## src/rtl/fileop_pkg.sv

```systemverilog
package fileop_pkg;

  localparam logic [2:0] OP_NONE = 3'd0;
  localparam logic [2:0] OP_BTSS = 3'd1;
  localparam logic [2:0] OP_COMF = 3'd2;
  localparam logic [2:0] OP_CLRF = 3'd3;
  localparam logic [2:0] OP_CLRW = 3'd4;
  localparam logic [2:0] OP_DECF = 3'd5;

  typedef enum logic [1:0] {
    ALU_ZERO = 2'd0,
    ALU_INV  = 2'd1,
    ALU_DEC  = 2'd2
  } aluSel_e;

  typedef struct packed {
    logic    wrFile;
    logic    wrW;
    logic    updZ;
    aluSel_e aluSel;
  } strobe_t;

endpackage

```

## src/rtl/fileop_ctrl.sv

```systemverilog
module fileop_ctrl
  import fileop_pkg::*;
(
  input  logic       clk,
  input  logic       rst_n,
  input  logic       opValid,
  input  logic [2:0] opCode,
  input  logic       destSel,
  input  logic       testBit,
  output strobe_t    strobe,
  output logic       skipReq
);

  logic skipPend;
  logic accept;
  logic bitSkip;

  // A pending skip swallows the next valid operation.
  assign accept = opValid && !skipPend;

  always_comb begin
    strobe        = '0;
    strobe.aluSel = ALU_ZERO;
    bitSkip       = 1'b0;
    if (accept) begin
      unique case (opCode)
        OP_COMF: begin
          strobe.aluSel = ALU_INV;
          strobe.updZ   = 1'b1;
          strobe.wrW    = !destSel;
          strobe.wrFile = destSel;
        end
        OP_DECF: begin
          strobe.aluSel = ALU_DEC;
          strobe.updZ   = 1'b1;
          strobe.wrW    = !destSel;
          strobe.wrFile = destSel;
        end
        OP_CLRF: begin
          strobe.aluSel = ALU_ZERO;
          strobe.updZ   = 1'b1;
          strobe.wrFile = 1'b1;
        end
        OP_CLRW: begin
          strobe.aluSel = ALU_ZERO;
          strobe.updZ   = 1'b1;
          strobe.wrW    = 1'b1;
        end
        OP_BTSS: begin
          bitSkip = testBit;
        end
        default: begin
          bitSkip = 1'b0;
        end
      endcase
    end
  end

  always_ff @(posedge clk or negedge rst_n) begin
    if (!rst_n) begin
      skipPend <= 1'b0;
    end else if (opValid) begin
      skipPend <= bitSkip;
    end
  end

  assign skipReq = skipPend;

endmodule

```

## src/rtl/fileop_dpath.sv

```systemverilog
module fileop_dpath
  import fileop_pkg::*;
#(
  parameter int DATA_W = 8,
  parameter int ADDR_W = 7,
  localparam int DEPTH = 1 << ADDR_W,
  localparam int BIT_W = $clog2(DATA_W)
) (
  input  logic              clk,
  input  logic              rst_n,
  input  strobe_t           strobe,
  input  logic [ADDR_W-1:0] fileAddr,
  input  logic [BIT_W-1:0]  bitSel,
  output logic              testBit,
  output logic [DATA_W-1:0] wReg,
  output logic              zFlag
);

  logic [DATA_W-1:0] fileMem [DEPTH];
  logic [DATA_W-1:0] rdVal;
  logic [DATA_W-1:0] result;

  assign rdVal   = fileMem[fileAddr];
  assign testBit = rdVal[bitSel];

  always_comb begin
    unique case (strobe.aluSel)
      ALU_INV: result = ~rdVal;
      ALU_DEC: result = rdVal - DATA_W'(1);
      default: result = '0;
    endcase
  end

  always_ff @(posedge clk or negedge rst_n) begin
    if (!rst_n) begin
      for (int i = 0; i < DEPTH; i++) begin
        fileMem[i] <= '0;
      end
    end else if (strobe.wrFile) begin
      fileMem[fileAddr] <= result;
    end
  end

  always_ff @(posedge clk or negedge rst_n) begin
    if (!rst_n) begin
      wReg  <= '0;
      zFlag <= 1'b0;
    end else begin
      if (strobe.wrW) begin
        wReg <= result;
      end
      if (strobe.updZ) begin
        zFlag <= (result == '0);
      end
    end
  end

endmodule

```

## src/rtl/fileop_exec.sv

```systemverilog
module fileop_exec
  import fileop_pkg::*;
#(
  parameter int DATA_W = 8,
  parameter int ADDR_W = 7,
  localparam int BIT_W = $clog2(DATA_W)
) (
  input  logic              clk,
  input  logic              rst_n,
  input  logic              opValid,
  input  logic [2:0]        opCode,
  input  logic [ADDR_W-1:0] fileAddr,
  input  logic [BIT_W-1:0]  bitSel,
  input  logic              destSel,
  output logic [DATA_W-1:0] wReg,
  output logic              zFlag,
  output logic              skipReq
);

  strobe_t strobe;
  logic    testBit;

  fileop_ctrl u_ctrl (
    .clk     (clk),
    .rst_n   (rst_n),
    .opValid (opValid),
    .opCode  (opCode),
    .destSel (destSel),
    .testBit (testBit),
    .strobe  (strobe),
    .skipReq (skipReq)
  );

  fileop_dpath #(
    .DATA_W (DATA_W),
    .ADDR_W (ADDR_W)
  ) u_dpath (
    .clk      (clk),
    .rst_n    (rst_n),
    .strobe   (strobe),
    .fileAddr (fileAddr),
    .bitSel   (bitSel),
    .testBit  (testBit),
    .wReg     (wReg),
    .zFlag    (zFlag)
  );

endmodule

```

## config.mk

```make
export PLATFORM = sky130hd
export DESIGN_NAME = fileop_exec
export DESIGN_NICKNAME = d
export VERILOG_FILES = /design/src/rtl/fileop_pkg.sv /design/src/rtl/fileop_ctrl.sv /design/src/rtl/fileop_dpath.sv /design/src/rtl/fileop_exec.sv
export SDC_FILE = /design/constraint.sdc
export NUM_CORES = 2
export LEC_CHECK = 0
export BUFFER_PORTS_ARGS = -buffer_cell sky130_fd_sc_hd__buf_2
export CORE_MARGIN = 2
export CORE_UTILIZATION = 35
export CTS_CLUSTER_SIZE = 12
export DETAILED_ROUTE_END_ITERATION = 10
export PLACE_DENSITY = 0.6
export SETUP_SLACK_MARGIN = 0.1
export SLEW_MARGIN = 10
export SYNTH_ARGS = -nofsm -noshare
export SYNTH_HDL_FRONTEND = slang
export SYNTH_SLANG_ARGS = --single-unit
```

## constraint.sdc

```tcl
create_clock -name clk -period 8.52 [get_ports clk]
set_input_delay 0.426 -clock clk [delete_from_list [all_inputs] [get_ports clk]]
set_output_delay 0.426 -clock clk [all_outputs]
set_load 0.05 [all_outputs]
```

==> out/metrics.csv <==
metric,value,unit
CP top delay family,compound AO/OA/AOI/OAI gates,
CP most frequent cell,buf_4,
NumNets Final,4329,
R2R depth,10,
crit start category,input pin,
Pleak,22.6,nW
Worst-Skew Late Latency,0.71,ns
"Net Count, Synth",4511,
final worst path period share,0.677,
row count,134,
R2R setup slack,3.96,ns
WS Path Type,in2reg,
vias post-DR,35100,
power density over cell area,199,nW/um^2
Die Y,371,um
average wire per standard cell,24.4,um
CP Capture Type,flop,
vias in the first global route,34400,
DRC,0,
# clock sinks,1034,
DRT antenna net count,0,
Crit Path Max Fanout,57,
"Remaining Overflow, GRT",0,
IR Drop Worst-Case VDD,153,uV
critical-path cell list,"buf_8, buf_4, nor2b_2, a221o_1, a21oi_1, a221oi_1, a211oi_1, o32ai_1, nor2_1, a21oi_4, buf_4, o21ai_0",
"Setup Fix Bufs, Post-CTS",0,
RR Endpoint,u_dpath.fileMem[285],
WP buf/inv,3,
Initial Util,0.353,
Power Total,10.4,mW
Syn Std Cell Area,47200,sq um
#FFs+latches synth,1034,
Synth async-reset ratio,1.00,
CP required,9.06,ns
drt total wl,151,mm
first-pass GRT wire length,230,mm
hold_buf cts,2,
GRT Total Usage,0.219,
Final Setup Violations,0,
"CTS clk-pin slew, worst paths",0.06,ns
vias per inst,5.69,
Max Slew Vio Count,0,
worst r2r src,u_dpath.fileMem[404],
Critical Path Stages,12,
RePlAce Congestion,0.879,
CTS tree,done,
Crit. Startpoint,fileAddr[0],
Initial DRC Count,3647,
synthesized area per cell,10.5,sq um
Tmin final,5.77,ns
sum of negative setup slack,0,ns
initial antenna violation count,4,
outcome,"complete, no violations",
Worst Hold Class,in2reg,
CTS root buffer,clkbuf_16,
actual slew at the worst max-slew pin,1.34,ns
clk_skew,0.0367,ns
crit path DAT,6.31,ns
sequential cell area fraction in the yosys report,0.548,
CORE AREA,134000,sq um
Layout area overhead,11.0,%
# fillers,13000,
Hold WS,0.0373,ns
input/output buffers,26,
RSZ-0062 raised after global routing,no,
synth unique cells,81,
Clock Path Buffers,3,
I/O Pins,27,
cells after synthesis,4491,
Post-synth EDFFs,0,
"Hold Violations, Final",0,
Max Cap Viol,0,
Synth Flop Type,dfrtp_1,
worst stage delay on the critical path,1.13,ns
Rel. slew slack,0.109,
Die Area,138000,sq um
CTS Buf Count,112,
Peak Freq,173,MHz
drt pass-1 iters,5,
DIE WIDTH,371,um
CP endpoint,u_dpath.fileMem[931],
share of cells above drive strength 1,0.172,
htree depth,3,
largest net degree at the start of global routing,169,
PostCTS Resize Cnt,0,
placed wire-length estimate,93.0,mm
"Slowest-stage cell, CP",nor2b_2,
Ys Warns,0,
[cells in the mapped netlist, types with 20 or more instances]
cell	n	area [sq um]
nor3_1	23	115
a21oi_1	60	300
a221oi_1	78	683
clkbuf_1	276	1040
a22o_1	20	175
buf_1	26	97.6
a22oi_1	54	405
o21ai_0	826	4130
mux2_2	323	3640
dfrtp_1	1034	25900
nor2_1	180	676
buf_2	69	345
mux4_2	102	2300
a221o_1	30	300
buf_4	24	180
nand2_1	972	3650
mux2i_1	102	1020
[logic make-up after synthesis]
logic type | after synthesis | synth area share
adder cells (fa/ha/maj) | 3 | 0.000795
AND/OR/NAND/NOR | 1269 | 0.107
buffers and inverters | 416 | 0.0381
AO/OA/AOI/OAI | 1239 | 0.157
multiplexers | 528 | 0.148
XOR/XNOR | 2 | 0.000371
flip-flops | 1034 | 0.548
[layout by cell type (no fill, tap or decap), drive strengths merged, types with 20 or more instances in the layout]
cell       n
a21oi     61
a221o     30
a221oi    78
a22o      20
a22oi     54
buf      106
clkbuf   176
clkinv    23
dfrtp   1034
mux2     323
mux2i    103
mux4     102
nand2    972
nor2     180
nor3      23
o21ai    827
[worst register-to-register path, stage by stage, from the launching register on]
cell and delay [ns]:
dfrtp_1 0.37, mux2i_1 0.24, o21ai_0 0.22, a21oi_1 0.16
a21boi_0 0.82, o311ai_1 0.24, nor4_1 0.72, and4_1 0.31
o32a_2 0.60, buf_4 0.52, o21ai_0 0.21
[layout make-up]
| type | instances | area (sq um) | share of cell area |
|---|---|---|---|
| Clock buffer | 176 | 3460 | 0.0660 |
| Multi-Input combinational cell | 3041 | 19600 | 0.375 |
| Clock inverter | 25 | 248 | 0.00473 |
| Antenna cell | 4 | 10.0 | 0.000191 |
| Inverter | 12 | 46.3 | 0.000884 |
| Tap cell | 1768 | 2210 | 0.0422 |
| Timing Repair Buffer | 108 | 875 | 0.0167 |
| Sequential cell | 1034 | 25900 | 0.494 |
[worst min-delay path by stage]
stage                                    start                   end  cells after the start
final                                opCode[2]        u_ctrl.skipReq                      3
after global routing                 opCode[2]        u_ctrl.skipReq                      3
after CTS                            opCode[2]        u_ctrl.skipReq                      3
after detailed placement  u_dpath.fileMem[317]  u_dpath.fileMem[317]                      2
after global placement    u_dpath.fileMem[948]  u_dpath.fileMem[948]                      2
after floorplan                          rst_n        u_ctrl.skipReq                      0
[registers in the layout, summed over array words and instances (netlist names)]
signal,count
u_ctrl.skipReq,1
u_dpath.zFlag,1
u_dpath.wReg,8
u_dpath.fileMem,1024
[per-layer routing]
metal | part of all wire | up-vias | global-route usage
met4 | 0.039 | 4 | 0.0846
met1 | 0.44 | 17800 | 0.317
met3 | 0.078 | 339 | 0.0361
met5 | 0.00019 | - | 0
li1 | - | 15500 | -
met2 | 0.44 | 1462 | 0.326
[power breakdown]
part	internal [mW]	total, mW	switching, mW
sequential	4.92	4.93	0.00676
clock	2.88	4.91	2.03
combinational	0.125	0.594	0.469
[metrics by stage]
| stage | area [sq um] | setup WS (ns) | util | instances |
|---|---|---|---|---|
| after global routing | 52400 | 2.69 | 0.392 | 6165 |
| after floorplan | 47200 | 4.52 | - | 4491 |
| after detailed placement | 48600 | 2.31 | 0.364 | 5961 |
| final | 52400 | 2.75 | 0.392 | 6168 |
| after global placement | 48600 | 2.40 | 0.364 | 5961 |
| after CTS | 52400 | 3.03 | 0.392 | 6164 |
Note: power is estimated with default switching activity, not from simulation.
